$ cat src/rtl/rtc_pkg.sv
package rtc_pkg;
  typedef struct packed {
    logic [7:0] sec;
    logic [7:0] min;
    logic [7:0] hour;
    logic [7:0] day;
    logic [7:0] date;
    logic [7:0] month;
    logic [7:0] year;
  } rtc_time_t;

  typedef enum logic [2:0] {
    ALM_OFF  = 3'd0,
    ALM_ONCE = 3'd1,
    ALM_SEC  = 3'd2,
    ALM_MIN  = 3'd3,
    ALM_HOUR = 3'd4,
    ALM_DAY  = 3'd5
  } alm_mode_e;

  localparam logic [3:0] ADR_SEC   = 4'd0;
  localparam logic [3:0] ADR_MIN   = 4'd1;
  localparam logic [3:0] ADR_HOUR  = 4'd2;
  localparam logic [3:0] ADR_DAY   = 4'd3;
  localparam logic [3:0] ADR_DATE  = 4'd4;
  localparam logic [3:0] ADR_MONTH = 4'd5;
  localparam logic [3:0] ADR_YEAR  = 4'd6;
  localparam logic [3:0] ADR_ASEC  = 4'd7;
  localparam logic [3:0] ADR_AMIN  = 4'd8;
  localparam logic [3:0] ADR_AHOUR = 4'd9;
  localparam logic [3:0] ADR_ADATE = 4'd10;
  localparam logic [3:0] ADR_AMODE = 4'd11;
  localparam logic [3:0] ADR_WDOG  = 4'd12;
  localparam logic [3:0] ADR_MASK  = 4'd13;
  localparam logic [3:0] ADR_FLAG  = 4'd14;
  localparam logic [3:0] ADR_CTL   = 4'd15;

  // next BCD value, wrapping from lim to base
  function automatic logic [7:0] bcd_next(logic [7:0] v, logic [7:0] lim, logic [7:0] base);
    if (v == lim)            return base;
    else if (v[3:0] >= 4'd9) return {v[7:4] + 4'd1, 4'd0};
    else                     return {v[7:4], v[3:0] + 4'd1};
  endfunction

  // last day of month, BCD in and out
  function automatic logic [7:0] month_len(logic [7:0] month, logic [7:0] year);
    logic [4:0] m4;
    m4 = {year[7:4], 1'b0} + {1'b0, year[3:0]};  // (10t+o) mod 4 == (2t+o) mod 4
    case (month)
      8'h02:                     return (m4[1:0] == 2'd0) ? 8'h29 : 8'h28;
      8'h04, 8'h06, 8'h09, 8'h11: return 8'h30;
      default:                   return 8'h31;
    endcase
  endfunction
endpackage

$ cat src/rtl/rtc_prescaler.sv
module rtc_prescaler #(
  parameter int unsigned PRESCALE = 32768,
  parameter int unsigned FRACS    = 32
) (
  input  logic clk_i,
  input  logic rst_ni,
  input  logic ref_tick_i,
  input  logic restart_i,
  output logic frac_tick_o,
  output logic sec_tick_o
);
  localparam int unsigned FRAC_DIV = PRESCALE / FRACS;
  localparam int unsigned CW = $clog2(PRESCALE);
  localparam int unsigned FW = (FRAC_DIV > 1) ? $clog2(FRAC_DIV) : 1;
  localparam logic [CW-1:0] CNT_MAX = CW'(PRESCALE - 1);
  localparam logic [FW-1:0] SUB_MAX = FW'(FRAC_DIV - 1);

  logic [CW-1:0] cnt_q;
  logic [FW-1:0] sub_q;

  assign sec_tick_o  = ref_tick_i && !restart_i && (cnt_q == CNT_MAX);
  assign frac_tick_o = ref_tick_i && !restart_i && (sub_q == SUB_MAX);

  always_ff @(posedge clk_i or negedge rst_ni) begin
    if (!rst_ni) begin
      cnt_q <= '0;
      sub_q <= '0;
    end else if (restart_i) begin
      cnt_q <= '0;
      sub_q <= '0;
    end else if (ref_tick_i) begin
      cnt_q <= (cnt_q == CNT_MAX) ? '0 : cnt_q + 1'b1;
      sub_q <= (sub_q == SUB_MAX) ? '0 : sub_q + 1'b1;
    end
  end

  AST_SEC_ON_FRAC: assert property (@(posedge clk_i) disable iff (!rst_ni)
    sec_tick_o |-> frac_tick_o);
endmodule

$ cat src/rtl/rtc_calendar.sv
module rtc_calendar
  import rtc_pkg::*;
(
  input  logic       clk_i,
  input  logic       rst_ni,
  input  logic       tick_i,
  input  logic       wr_i,
  input  logic [2:0] wr_addr_i,
  input  logic [7:0] wr_data_i,
  output rtc_time_t  time_o
);
  rtc_time_t  t_q, t_n;
  logic       c_s, c_m, c_h, c_d, c_mo;
  logic [7:0] mlen;

  always_comb begin
    mlen = month_len(t_q.month, t_q.year);
    c_s  = (t_q.sec == 8'h59);
    c_m  = c_s && (t_q.min == 8'h59);
    c_h  = c_m && (t_q.hour == 8'h23);
    c_d  = c_h && (t_q.date == mlen);
    c_mo = c_d && (t_q.month == 8'h12);
    t_n       = t_q;
    t_n.sec   = bcd_next(t_q.sec, 8'h59, 8'h00);
    if (c_s)  t_n.min   = bcd_next(t_q.min, 8'h59, 8'h00);
    if (c_m)  t_n.hour  = bcd_next(t_q.hour, 8'h23, 8'h00);
    if (c_h)  t_n.day   = bcd_next(t_q.day, 8'h07, 8'h01);
    if (c_h)  t_n.date  = bcd_next(t_q.date, mlen, 8'h01);
    if (c_d)  t_n.month = bcd_next(t_q.month, 8'h12, 8'h01);
    if (c_mo) t_n.year  = bcd_next(t_q.year, 8'h99, 8'h00);
  end

  always_ff @(posedge clk_i or negedge rst_ni) begin
    if (!rst_ni) begin
      t_q <= '{sec: 8'h00, min: 8'h00, hour: 8'h00, day: 8'h01,
               date: 8'h01, month: 8'h01, year: 8'h00};
    end else if (wr_i) begin
      case (wr_addr_i)
        3'd0: t_q.sec   <= wr_data_i;
        3'd1: t_q.min   <= wr_data_i;
        3'd2: t_q.hour  <= wr_data_i;
        3'd3: t_q.day   <= wr_data_i;
        3'd4: t_q.date  <= wr_data_i;
        3'd5: t_q.month <= wr_data_i;
        3'd6: t_q.year  <= wr_data_i;
        default: ;
      endcase
    end else if (tick_i) begin
      t_q <= t_n;
    end
  end

  assign time_o = t_q;

  AST_HOUR_WRAP: assert property (@(posedge clk_i) disable iff (!rst_ni)
    (tick_i && !wr_i && c_h) |=> (t_q.hour == 8'h00 && t_q.min == 8'h00 && t_q.sec == 8'h00));
  AST_YEAR_WRAP: assert property (@(posedge clk_i) disable iff (!rst_ni)
    (tick_i && !wr_i && c_mo && t_q.year == 8'h99) |=>
    (t_q.year == 8'h00 && t_q.month == 8'h01 && t_q.date == 8'h01));
endmodule

$ cat src/rtl/rtc_alarm.sv
module rtc_alarm
  import rtc_pkg::*;
(
  input  logic       clk_i,
  input  logic       rst_ni,
  input  logic       eval_i,
  input  alm_mode_e  mode_i,
  input  logic [7:0] sec_i,
  input  logic [7:0] min_i,
  input  logic [7:0] hour_i,
  input  logic [7:0] date_i,
  input  logic [7:0] a_sec_i,
  input  logic [7:0] a_min_i,
  input  logic [7:0] a_hour_i,
  input  logic [7:0] a_date_i,
  output logic       fire_o
);
  logic m_s, m_m, m_h, m_d, hit;

  always_comb begin
    m_s = (sec_i == a_sec_i);
    m_m = (min_i == a_min_i);
    m_h = (hour_i == a_hour_i);
    m_d = (date_i == a_date_i);
    case (mode_i)
      ALM_ONCE: hit = m_s && m_m && m_h && m_d;
      ALM_SEC:  hit = 1'b1;
      ALM_MIN:  hit = m_s;
      ALM_HOUR: hit = m_s && m_m;
      ALM_DAY:  hit = m_s && m_m && m_h;
      default:  hit = 1'b0;
    endcase
  end

  always_ff @(posedge clk_i or negedge rst_ni) begin
    if (!rst_ni) fire_o <= 1'b0;
    else         fire_o <= eval_i && hit;
  end

  AST_FIRE_AFTER_TICK: assert property (@(posedge clk_i) disable iff (!rst_ni)
    fire_o |-> $past(eval_i));
endmodule

$ cat src/rtl/rtc_wdog.sv
module rtc_wdog #(
  parameter int unsigned CNT_W = 6
) (
  input  logic             clk_i,
  input  logic             rst_ni,
  input  logic             frac_tick_i,
  input  logic             sec_tick_i,
  input  logic             load_i,
  input  logic             unit_i,
  input  logic [CNT_W-1:0] load_val_i,
  output logic             expire_o
);
  logic [CNT_W-1:0] cnt_q;
  logic             unit_q;
  logic             step;

  assign step = unit_q ? sec_tick_i : frac_tick_i;

  always_ff @(posedge clk_i or negedge rst_ni) begin
    if (!rst_ni) begin
      cnt_q    <= '0;
      unit_q   <= 1'b0;
      expire_o <= 1'b0;
    end else if (load_i) begin
      cnt_q    <= load_val_i;
      unit_q   <= unit_i;
      expire_o <= 1'b0;
    end else if (step && cnt_q != '0) begin
      cnt_q    <= cnt_q - 1'b1;
      expire_o <= (cnt_q == CNT_W'(1));
    end else begin
      expire_o <= 1'b0;
    end
  end

  AST_WDOG_AT_ZERO: assert property (@(posedge clk_i) disable iff (!rst_ni)
    expire_o |-> (cnt_q == '0));
  AST_WDOG_IDLE: assert property (@(posedge clk_i) disable iff (!rst_ni)
    (cnt_q == '0 && !load_i) |=> !expire_o);
endmodule

$ cat src/rtl/rtc_alarm_wdog.sv
module rtc_alarm_wdog
  import rtc_pkg::*;
#(
  parameter int unsigned PRESCALE = 32768,
  parameter int unsigned FRACS    = 32,
  parameter int unsigned WDOG_W   = 6
) (
  input  logic       clk_i,
  input  logic       rst_ni,
  input  logic       ref_tick_i,
  input  logic       pwr_fail_i,
  input  logic       sel_i,
  input  logic       wr_i,
  input  logic       rd_i,
  input  logic [3:0] addr_i,
  input  logic [7:0] wdata_i,
  output logic [7:0] rdata_o,
  output logic       irq_o,
  output logic       irq_oe_o
);
  localparam int unsigned NSRC = 3;

  logic            wr_stb, cal_wr, restart, amode_wr, wdog_wr, rd_clr;
  logic            frac_tick, sec_tick, tick_q, alarm_fire, wdog_exp, irq_req;
  rtc_time_t       time_w, snap_q, time_rd;
  logic [7:0]      a_sec_q, a_min_q, a_hour_q, a_date_q;
  alm_mode_e       amode_q;
  logic [WDOG_W-1:0] wd_val_q;
  logic            wd_unit_q;
  logic [NSRC-1:0] mask_q, flags_q, flag_set;
  logic            pol_q, hold_q, we_q;
  logic [7:0]      wdog_rb;

  assign wr_stb   = sel_i && wr_i;
  assign cal_wr   = wr_stb && we_q && (addr_i < 4'd7);
  assign restart  = cal_wr && (addr_i == ADR_SEC);
  assign amode_wr = wr_stb && (addr_i == ADR_AMODE);
  assign wdog_wr  = wr_stb && (addr_i == ADR_WDOG);
  assign rd_clr   = sel_i && rd_i && (addr_i == ADR_FLAG);

  rtc_prescaler #(.PRESCALE(PRESCALE), .FRACS(FRACS)) u_pre (
    .clk_i(clk_i), .rst_ni(rst_ni), .ref_tick_i(ref_tick_i), .restart_i(restart),
    .frac_tick_o(frac_tick), .sec_tick_o(sec_tick)
  );

  rtc_calendar u_cal (
    .clk_i(clk_i), .rst_ni(rst_ni), .tick_i(sec_tick), .wr_i(cal_wr),
    .wr_addr_i(addr_i[2:0]), .wr_data_i(wdata_i), .time_o(time_w)
  );

  rtc_alarm u_alm (
    .clk_i(clk_i), .rst_ni(rst_ni), .eval_i(tick_q), .mode_i(amode_q),
    .sec_i(time_w.sec), .min_i(time_w.min), .hour_i(time_w.hour), .date_i(time_w.date),
    .a_sec_i(a_sec_q), .a_min_i(a_min_q), .a_hour_i(a_hour_q), .a_date_i(a_date_q),
    .fire_o(alarm_fire)
  );

  rtc_wdog #(.CNT_W(WDOG_W)) u_wd (
    .clk_i(clk_i), .rst_ni(rst_ni), .frac_tick_i(frac_tick), .sec_tick_i(sec_tick),
    .load_i(wdog_wr), .unit_i(wdata_i[7]), .load_val_i(wdata_i[WDOG_W-1:0]),
    .expire_o(wdog_exp)
  );

  assign flag_set = {pwr_fail_i, wdog_exp, alarm_fire};

  always_ff @(posedge clk_i or negedge rst_ni) begin
    if (!rst_ni) begin
      tick_q    <= 1'b0;
      snap_q    <= '0;
      a_sec_q   <= '0;
      a_min_q   <= '0;
      a_hour_q  <= '0;
      a_date_q  <= '0;
      amode_q   <= ALM_OFF;
      wd_val_q  <= '0;
      wd_unit_q <= 1'b0;
      mask_q    <= '0;
      pol_q     <= 1'b0;
      flags_q   <= '0;
      hold_q    <= 1'b0;
      we_q      <= 1'b0;
    end else begin
      tick_q  <= sec_tick && !cal_wr;
      if (!hold_q) snap_q <= time_w;
      flags_q <= (rd_clr ? '0 : flags_q) | flag_set;
      if (amode_wr)
        amode_q <= alm_mode_e'(wdata_i[2:0]);
      else if (alarm_fire && amode_q == ALM_ONCE)
        amode_q <= ALM_OFF;
      if (wr_stb) begin
        case (addr_i)
          ADR_ASEC:  a_sec_q  <= wdata_i;
          ADR_AMIN:  a_min_q  <= wdata_i;
          ADR_AHOUR: a_hour_q <= wdata_i;
          ADR_ADATE: a_date_q <= wdata_i;
          ADR_WDOG: begin
            wd_val_q  <= wdata_i[WDOG_W-1:0];
            wd_unit_q <= wdata_i[7];
          end
          ADR_MASK: begin
            mask_q <= wdata_i[NSRC-1:0];
            pol_q  <= wdata_i[7];
          end
          ADR_CTL: begin
            hold_q <= wdata_i[0];
            we_q   <= wdata_i[1];
          end
          default: ;
        endcase
      end
    end
  end

  always_comb begin
    wdog_rb            = '0;
    wdog_rb[WDOG_W-1:0] = wd_val_q;
    wdog_rb[7]         = wd_unit_q;
  end

  assign time_rd = hold_q ? snap_q : time_w;

  always_comb begin
    case (addr_i)
      ADR_SEC:   rdata_o = time_rd.sec;
      ADR_MIN:   rdata_o = time_rd.min;
      ADR_HOUR:  rdata_o = time_rd.hour;
      ADR_DAY:   rdata_o = time_rd.day;
      ADR_DATE:  rdata_o = time_rd.date;
      ADR_MONTH: rdata_o = time_rd.month;
      ADR_YEAR:  rdata_o = time_rd.year;
      ADR_ASEC:  rdata_o = a_sec_q;
      ADR_AMIN:  rdata_o = a_min_q;
      ADR_AHOUR: rdata_o = a_hour_q;
      ADR_ADATE: rdata_o = a_date_q;
      ADR_AMODE: rdata_o = {5'd0, amode_q};
      ADR_WDOG:  rdata_o = wdog_rb;
      ADR_MASK:  rdata_o = {pol_q, 4'd0, mask_q};
      ADR_FLAG:  rdata_o = {5'd0, flags_q};
      default:   rdata_o = {6'd0, we_q, hold_q};
    endcase
  end

  assign irq_req  = |(flags_q & mask_q);
  assign irq_o    = pol_q && irq_req;
  assign irq_oe_o = pol_q || irq_req;

  AST_ONCE_DISARM: assert property (@(posedge clk_i) disable iff (!rst_ni)
    (alarm_fire && amode_q == ALM_ONCE && !amode_wr) |=> (amode_q == ALM_OFF));
  AST_FLAG_CLEAR: assert property (@(posedge clk_i) disable iff (!rst_ni)
    (rd_clr && flag_set == '0) |=> (flags_q == '0));
  AST_FLAG_STICKY: assert property (@(posedge clk_i) disable iff (!rst_ni)
    (flags_q[0] && !rd_clr) |=> flags_q[0]);
  AST_IRQ_QUIET: assert property (@(posedge clk_i) disable iff (!rst_ni)
    ((flags_q & mask_q) == '0) |-> (!irq_o && irq_oe_o == pol_q));
  AST_SNAP_FROZEN: assert property (@(posedge clk_i) disable iff (!rst_ni)
    (hold_q && $past(hold_q)) |-> $stable(snap_q));
endmodule

$ cat config.mk
export PLATFORM = sky130hd
export DESIGN_NAME = rtc_alarm_wdog
export DESIGN_NICKNAME = d
export VERILOG_FILES = /design/src/rtl/rtc_pkg.sv /design/src/rtl/rtc_prescaler.sv /design/src/rtl/rtc_calendar.sv /design/src/rtl/rtc_alarm.sv /design/src/rtl/rtc_wdog.sv /design/src/rtl/rtc_alarm_wdog.sv
export SDC_FILE = /design/constraint.sdc
export NUM_CORES = 1
export LEC_CHECK = 0
export BUFFER_PORTS_ARGS = -buffer_cell sky130_fd_sc_hd__buf_2
export CAP_MARGIN = 20
export CORE_MARGIN = 2
export CORE_UTILIZATION = 51
export CTS_BUF_LIST = sky130_fd_sc_hd__clkbuf_8
export DETAILED_ROUTE_END_ITERATION = 7
export GPL_ROUTABILITY_DRIVEN = 0
export PLACE_DENSITY = 0.69
export SLEW_MARGIN = 20
export SYNTH_ARGS = -nofsm -noshare
export SYNTH_HDL_FRONTEND = slang
export SYNTH_SLANG_ARGS = --single-unit
$ cat constraint.sdc
create_clock -name clk_i -period 6.15 [get_ports clk_i]
set_clock_uncertainty 0.05 [all_clocks]
set_input_delay 0.3075 -clock clk_i [delete_from_list [all_inputs] [get_ports clk_i]]
set_output_delay 0.3075 -clock clk_i [all_outputs]
set_load 0.01 [all_outputs]
# Word level (Yosys, flattened, before mapping)
# Index checks and enable logic that the tools add are counted.
# Widths: inputs -> output; s select.
totals:
  elab_cells: 237
  reg_bits: 198
  output_inout_bits: 10
  inputBits: 19
classes:
  order_cmp: 8
  n_eq_ne: 52
  n_bitwise: 2
  add_sub_neg: 18
  mux: 48
  reduce_logical: 69
ops:
  columns: ["operator", "n"]
  rows:
  - ["$mux 8", 27]
  - ["$mux 56", 3]
  - ["$pmux 8 s15", 1]
  - ["$add 4x1->4 const B", 14]
  - ["$mux 15", 3]
  - ["$eq 8x8->1", 5]
  - ["$eq 4x4->1 const B", 8]
  - ["$mux 10", 3]
  - ["$ge 4x4->1 const B", 7]
  - ["$eq 8x3->1 const B", 3]
  - ["$reduce_and 4->1", 6]
  - ["$logic_and 1x1->1", 23]
  - ["$reduce_and 3->1", 7]
  - ["$reduce_bool 3->1", 7]
  - ["$reduce_bool 2->1", 9]
  - ["$eq 4x3->1 const B", 4]
  - ["$eq 8x5->1 const B", 2]
  - ["$eq 8x7->1 const B", 2]
  - ["$pmux 8 s2", 1]
  - ["$reduce_and 2->1", 8]
  - ["$add 15x1->15 const B", 1]
  - ["$eq 15x15->1 const B", 1]
  - ["$eq 3x3->1 const B", 5]
  - ["$ne 2x1->1 const B", 7]
  - ["other kinds (28)", 40]

# Logic depth before layout (Yosys ltp)
# Gate-level depths: netlist (run 1).
logic_depth:
  ltp_word: 11
  depth_mapped: 10
  ltp_nobuf: 9

# By module
# A second synthesis (run 1) with hierarchy kept.
unflattened:
  hier_cells: 1123
  area_unflattened_um2: 11586.1
modules_own_cells:
  columns: ["mod", "area_each_um2", "cells_per_inst", "instances", "seq_area_each_um2"]
  rows:
  - ["rtc_alarm_wdog", 5175.0, 396, 1, 2702.6]
  - ["rtc_calendar", 4046.4, 463, 1, 1405.1]
  - ["rtc_prescaler", 1440.1, 161, 1, 625.6]
  - ["rtc_wdog", 515.5, 54, 1, 200.2]
  - ["rtc_alarm", 409.1, 49, 1, 25.0]

# Worst setup path after synthesis (run 1)
# OpenSTA, ideal clock, no wires.
synth_path:
  path_type: "register -> register"
  start: "reg u_cal.t_q (netlist bit u_cal.time_o[8])"
  end: "reg u_cal.t_q (netlist bit u_cal.time_o[4])"
  path_stages_with_launch: 10
  period_less_slack_ns: 2.800
  arrival_time_ns: 2.625
  path_buffers: 0
  setup_ns: 0.125
  required_time_ns: 5.975
  slack_ns: 3.350
  cell_sequence: "dfstp_2 > inv_1 > ha_1 > or4b_4 > or4_4 > a211oi_2 > o21ai_2 > o21ai_4 > nand3_4 > mux2_4"
synth_via:
  elab_chain_len: 8
  word_cells_on_any_way: 13
  cone_classes: "eq/ne (7); mux (1); reduce/logical (5)"
synth_rtl:
  columns: ["item", "line_no", "text"]
  rows:
  - ["from (decl)", "rtc_calendar.sv:12", "rtc_time_t t_q, t_n;"]
  - ["from (signal assigned)", "rtc_calendar.sv:35", "t_q <= '{sec: 8'h00, min: 8'h00, hour: 8'h00, day: 8'h01,"]
  - ["from (signal assigned)", "rtc_calendar.sv:49", "t_q <= t_n;"]
  - ["$eq 8x3->1 (tied with other cells)", "rtc_pkg.sv:49", "case (month)"]
  - ["$reduce_or 4->1", "rtc_pkg.sv:49", null]
  - ["$pmux 8 s2", "rtc_pkg.sv:49", null]
  - ["$eq 8x8->1", "rtc_calendar.sv:21", "c_d = c_h && (t_q.date == mlen);"]
  - ["$logic_and 1x1->1", "rtc_calendar.sv:21", null]
  - ["$logic_and 1x1->1 *", "rtc_calendar.sv:22", "c_mo = c_d && (t_q.month == 8'h12);"]
  - ["$reduce_bool 2->1 (no line) *", null, null]
  - ["$reduce_and 4->1 (no line) *", null, null]
# Mark *: on every way between the ends. The rest lies on a longest branch, timed or not.
# A chain may end at the register's enable or synchronous reset.

==> metrics.yaml, run 1 <==
synth:
  ys_warn_count: 0
  syn_avg_cell_area_um2: 9.72
  synthesis.nets: 1185
  synth_area_leaders: "dfrtp_1, mux2_2, o21ai_0"
  yosys.area.top_type: "dfrtp_1"
  synth_cell_types: 86
  synthesis.area_um2: 10900
  ys_ff_latch: 197
  async_reset_ff_frac: 1.00
  synth_ff_type: "dfrtp_1"
  ys_seq_area_frac: 0.451
  syn_inst: 1125
  synth_edf_count: 0
  synth_top_area_share: 0.444
worst_setup_path:
  endpoint_kind: "primary output"
  crit_arrival_ps: 3210
  r2r_end: "u_cal.time_o[10]$_DFFE_PN0P_"
  critPathLaunchType: "register"
  r2r-start: "u_cal.time_o[8]$_DFFE_PN1P_"
  cp_max_fo: 40
  crit_slowest_cell: "dfrtp_2"
  rr_worst_depth: 9
  critPathRequiredTime_ps: 5790
  cpPeakStageDelay_ps: 860
  crit_type: "reg2out"
  r2r_slack_ps: 2920
  crit_chain: "buf_4 > mux2_2 > mux2i_1 > o22a_1 > nor2_1 > or3b_2 > buf_2"
floorplanning:
  die_x_um: 150
  ios: 29
  start_util: 0.520
  row_count: 53
  die_y_um: 150
  die_area_um2: 22600
  fp.coreArea_um2: 21000
clock_network:
  htreeDepth: 4
  clk_pin_slew_ps: 110
  post-cts-setup-buffers: 0
  clock_sinks: 197
  cts_root_buffer: "clkbuf_8"
  clk_path_buf_depth: 2
  tritoncts: "yes"
  cts_resized: 0
  clk_latency_ps: 480
  cts_buffers: 17
sta:
  finalSetupViolations: 0
  slew_headroom: 0.372
  min_period_ps: 3560
  rsz0062_at_grt: "false"
  min_period_over_period: 0.580
  final.setup.tns_ps: 0
  slew_violations: 0
  finalHoldViolCount: 0
  worst_pin_slew_ps: 935
  fmax_mhz: 281
routing:
  drc: 0
  drt_iter0_drc: 1133
  antenna_left: 0
  wl_per_cell_um: 22.5
  detail_route.first_pass.iterations: 7
  num_vias: 9155
  avgViaCountPerCell: 6.39
  drt_wl_total_mm: 32.2
power:
  power_density_nw_per_um2: 275
  power_mw: 3.24
  power.leakage_nw: 5.21
  ir_worst_vdd_mv: 0.215
global_routing:
  grt_max_degree: 81
  grt_util_met2: 0.433
  antenna_found_initial: 0
  track_usage: 0.296
  busiest_layer: "met2"
  grt_pass1_wl_mm: 50.2
  gr-total-overflow: 0
  grt_pass1_vias: 8600
  use_met3: 0.0648
  grt.met1_usage: 0.419
flow_run:
  cap_violations: 0
worst_hold_path:
  hold_path.class: "in2reg"
  hold_start: "wdata_i[1]"
  hold_path_depth: 3
  worstHoldEndpoint: "a_date_q[1]$_DFFE_PN0P_"
place:
  io_buffers: 28
  dp_hpwl_mm: 23.3
final_layout:
  mostFrequentLayoutCells: "dfrtp_1, nand2_1, o21ai_0"
  area_growth_pct: 7.59
  layout_commonest_cell: "dfrtp_1"
  drive_gt1_frac: 0.148
  fin_util: 0.559
  fin_nets: 1203
outcome:
  status: "finished clean"
-- how the worst max path moves through the flow --
stage	startpoint	end	cells past startpoint
after CTS	hold_q$_DFFE_PN0P_	rdata_o[7]	7
after global routing	hold_q$_DFFE_PN0P_	rdata_o[7]	7
final	hold_q$_DFFE_PN0P_	rdata_o[7]	7
after floorplan	u_cal.time_o[8]$_DFFE_PN1P_	u_cal.time_o[4]$_DFFE_PN0P_	9
after detailed placement	addr_i[2]	u_cal.time_o[38]$_DFFE_PN0P_	8
after global placement	addr_i[2]	u_cal.time_o[38]$_DFFE_PN0P_	8
-- critical path, delay by kind of cell, from the launching register on --
kind	cells	cell delay, ps
flops	1	860
simple gates	2	550
mux	2	540
compound gates	1	160
buf+inv	2	610
-- where the power goes --
group,internal [mW],leakage (nW),total (mW),switching [mW]
Combinational,0.248,2.55,0.623,0.375
Clock,0.422,0.223,0.945,0.523
Sequential,1.47,2.44,1.67,0.194
Total,2.14,5.21,3.24,1.09
-- timing repair --
item / in CTS / in global routing
setup endpoints to repair: 0 / 0
endpoints found under the hold margin: 38 / 0
hold buffers: 2 / 0
-- cells by family (layout without fill, tap and decap cells) --
| logic type | after synthesis | after routing | share of synthesized area |
|---|---|---|---|
| mux | 74 | 74 | 0.0762 |
| simple gates | 388 | 388 | 0.176 |
| other cells | 0 | 1 | 0 |
| xor+xnor | 50 | 50 | 0.0401 |
| fa+ha+maj | 41 | 41 | 0.0469 |
| compound gates | 285 | 285 | 0.171 |
| buf+inv | 90 | 121 | 0.0383 |
| flops | 197 | 197 | 0.451 |
-- cell usage after synthesis, types with 3 or more instances --
cell,number
and2_1,4
dfstp_2,3
mux2_2,66
a31oi_1,15
a21boi_0,5
o2bb2ai_1,3
a221oi_1,6
nand3_1,49
nor3b_1,7
o22ai_1,5
ha_1,41
a222oi_1,3
nand2b_1,14
o21ai_0,114
inv_1,48
nor4_1,12
a22oi_1,25
xor2_1,42
o31ai_1,11
nand2_1,129
a41oi_1,3
xnor2_1,8
dfrtp_1,194
nor3_1,16
o211ai_1,8
or3_1,5
nand4_1,15
a21oi_1,28
nand3b_1,4
a22o_1,12
o31a_1,9
mux2i_1,6
nor2b_1,11
clkbuf_1,32
and3_1,12
a211oi_1,4
nor2_1,80
and4_1,6
a21o_1,4
or2_2,5
a211o_1,3
-- through the flow --
step	hold WS (ps)	cells	setup WS, ps	instance area (um^2)
6_report	120	1432	2590	11800
3_5_place_dp	206	1397	2930	11300
4_1_cts	95.5	1431	2590	11700
5_1_grt	108	1431	2410	11800
2_1_floorplan	-38.1	1125	3350	10900
3_3_place_gp	210	1397	3010	11300
-- routing by layer --
metal / up-vias / part of all wire / routed length (um)
li1: 4113 / - / -
met1: 4487 / 0.43 / 13700
met2: 466 / 0.43 / 14000
met3: 89 / 0.095 / 3070
met4: 0 / 0.044 / 1430
met5: - / 0 / 0
-- layout make-up --
class	instances	area (um^2)
clock inverter	15	218
tap	275	344
multi-input combinational	838	5590
clock buffer	17	234
sequential	197	4930
inverter	48	180
antenna	1	2.50
timing repair buffer	41	259
fill	1855	9260
-- flip-flops by register name, summed over array words and instances, names as in the netlist, 6 cells and up --
signal	cells
a_sec_q	8
a_hour_q	8
u_pre.sub_q	10
a_date_q	8
u_wd.cnt_q	6
wd_val_q	6
u_cal.time_o	56
u_pre.cnt_q	15
a_min_q	8
snap_q	56
Note: power is estimated with default switching activity, not from simulation.
==> run 2: changes to the inputs <==
--- a/config.mk
+++ b/config.mk
@@ -5,6 +5,7 @@
 export SDC_FILE = /design/constraint.sdc
 export NUM_CORES = 1
 export LEC_CHECK = 0
+export ABC_AREA = 1
 export BUFFER_PORTS_ARGS = -buffer_cell sky130_fd_sc_hd__buf_2
 export CAP_MARGIN = 20
 export CORE_MARGIN = 2
==> constraint.sdc (replaced) <==
create_clock -name clk_i -period 3.65 [get_ports clk_i]
set_clock_uncertainty 0.05 [all_clocks]
set_input_delay 0.1825 -clock clk_i [delete_from_list [all_inputs] [get_ports clk_i]]
set_output_delay 0.1825 -clock clk_i [all_outputs]
set_load 0.01 [all_outputs]
==> run 2 against run 1 <==
Flip-flop and latch count stayed put. Core utilization is 0.68 points higher. First-iteration DRC count is 20% lower. Die area is 0.54% lower. Register-to-register slack worse by 1900 ps. Sequential share of layout area is 0.38 points lower. Synthesized area is 0.56% lower. Largest cell class unchanged. Highest routed layer unchanged.
==> metrics.yaml, run 2 <==
outcome:
  status: "finished clean"
floorplanning:
  die_x_um: 150
  fp.coreArea_um2: 21000
  ios: 29
  row_count: 53
  die_y_um: 150
  die_area_um2: 22500
  start_util: 0.519
sta:
  finalHoldViolCount: 0
  slew_headroom: 0.419
  min_period_over_period: 0.812
  rsz0062_at_grt: "false"
  min_period_ps: 2960
  finalSetupViolations: 0
  slew_violations: 0
  fin_ws_ps: 685
  fmax_mhz: 337
  worst_pin_slew_ps: 868
  final.setup.tns_ps: 0
final_layout:
  drive_gt1_frac: 0.0806
  mostFrequentLayoutCells: "nand2_1, dfrtp_1, o21ai_0"
  area_growth_pct: 9.17
  layout_commonest_cell: "nand2_1"
  fill_cells: 1958
  fin_nets: 1449
place:
  dp_hpwl_mm: 23.2
  post-place-ws_ps: 1110
  io_buffers: 28
synth:
  async_reset_ff_frac: 1.00
  ys_seq_area_frac: 0.454
  synth_top_family_by_area: "simple AND/OR/NAND/NOR gates"
  synth_simple_gate_area_frac: 0.226
  synth_xor_area_frac: 0.0532
  synth_cell_types: 47
  ys_ff_latch: 197
  synth_common_cells: "nand2_1, dfrtp_1, o21ai_0, inv_1, nand3_1"
  syn_inst: 1349
  synth_compound_area_frac: 0.154
  synth.most_common_cell: "nand2_1"
  ys_warn_count: 0
  synth_edf_count: 0
  syn_avg_cell_area_um2: 8.06
  synth_top_area_share: 0.447
  synthesis.area_um2: 10900
  synth_ff_type: "dfrtp_1"
  synthesis.nets: 1409
  yosys.area.top_type: "dfrtp_1"
  yosys-mux-area-fraction: 0
  synth_area_leaders: "dfrtp_1, nand2_1, o21ai_0"
  synth_adder_area_share: 0.0472
routing:
  wl_per_cell_um: 18.6
  num_vias: 9509
  drc: 0
  antenna_left: 0
  drt_wl_total_mm: 31.2
  drt_iter0_drc: 912
  avgViaCountPerCell: 5.67
  detail_route.first_pass.iterations: 5
global_routing:
  grt_util_met2: 0.461
  track_usage: 0.292
  grt_pass1_vias: 9212
  use_met3: 0.0616
  antenna_found_initial: 1
  grt.met1_usage: 0.397
  grt_max_degree: 89
  grt_pass1_wl_mm: 50.3
  gr-total-overflow: 0
  busiest_layer: "met2"
worst_hold_path:
  hold_path.class: "in2reg"
power:
  power_density_nw_per_um2: 440
  power_mw: 5.22
  ir_worst_vdd_mv: 0.287
  power.leakage_nw: 5.52
worst_setup_path:
  critPathRequiredTime_ps: 3420
  critPathLaunchType: "register"
  cp_max_fo: 28
  crit_type: "reg2out"
  crit_arrival_ps: 2730
  endpoint_kind: "primary output"
flow_run:
  cap_violations: 0
clock_network:
  clk_latency_ps: 490
  cts_root_buffer: "clkbuf_8"
  tritoncts: "yes"
  htreeDepth: 4
  cts_buffers: 17
  cts_resized: 0
  post-cts-setup-buffers: 0
  clk_pin_slew_ps: 110
  clock_sinks: 197
  clk_path_buf_depth: 2
run 2: changes by cell type after synthesis, moves of 12 or more:
cell | before | now
mux2_2 | 66 | 0
xnor2_1 | 8 | 28
a22oi_1 | 25 | 6
clkbuf_1 | 32 | 18
nand2_1 | 129 | 355
nor2_1 | 80 | 68
o21ai_0 | 114 | 184
nand2b_1 | 14 | 0
nand3_1 | 49 | 72
inv_1 | 48 | 157
run 2: what timing repair did:
item | in CTS | in global routing
hold buffers | 9 | 0
endpoints found under the hold margin | 95 | 0
endpoints found under the setup margin | 0 | 0
run 2: kinds of logic after synthesis:
kind of cell               Yosys count
and+or+nand+nor                    565
AOI/OAI and AO/OA                  291
DFF                                197
buffers and inverters              189
xor gates and xnor gates            66
adders and majority gates           41
run 2: layout make-up:
cell class                 count  area (um^2)  area share
sequential                   197         4930       0.416
clock buffer                  17          234      0.0197
inverter                     162          608      0.0512
antenna                        1         2.50    0.000211
multi-input combinational    963         5220       0.439
tap                          275          344      0.0290
clock inverter                15          183      0.0154
timing repair buffer          48          347      0.0292
run 2: final timing paths:
path                                              start                      endpoint  slack, ps  depth (start not counted)
worst max-delay path                 hold_q$_DFFE_PN0P_                    rdata_o[2]        690                          7
worst min-delay path                         wdata_i[0]       wd_val_q[0]$_DFFE_PN0P_         20                          3
worst max register to register         we_q$_DFFE_PN0P_  u_cal.time_o[14]$_DFFE_PN0P_       1060                         12
worst min register to register  u_wd.expire_o$_DFF_PN0_          flags_q[1]$_DFF_PN0_        410                          1
max in group asynchronous                        rst_ni  u_cal.time_o[16]$_DFFE_PN1P_       2320                          3
min in group asynchronous                        rst_ni  u_cal.time_o[29]$_DFFE_PN0P_        280                          2
run 2: critical path, cell delays in order, from the launching register on:
cell and delay [ps]:
dfrtp_2 680, buf_4 320, o21ai_0 180, nand2_1 130, nand4_1 190, a211oi_1 430, nand2_1 130, buf_2 170
run 2: through the flow:
step	hold WS, ps	instances	utilization	cell area [um^2]
final	15.8	1678	0.566	11900
after global routing	13.9	1677	0.566	11900
after CTS	3.05	1677	0.566	11900
after detailed placement	253	1636	0.542	11400
after global placement	249	1636	0.542	11400
after floorplan	-163	1349	-	10900
run 2: report_power, final:
group	leakage [nW]	internal, mW	switching [mW]
logic	2.95	0.357	0.601
clock network	0.216	0.644	0.890
registers	2.36	2.47	0.261
run 2: layer usage:
metal / routed length [um] / vias to the layer above
li1: - / 4543
met1: 13400 / 4489
met2: 14400 / 395
met3: 2310 / 82
met4: 1130 / 0
met5: 0 / -
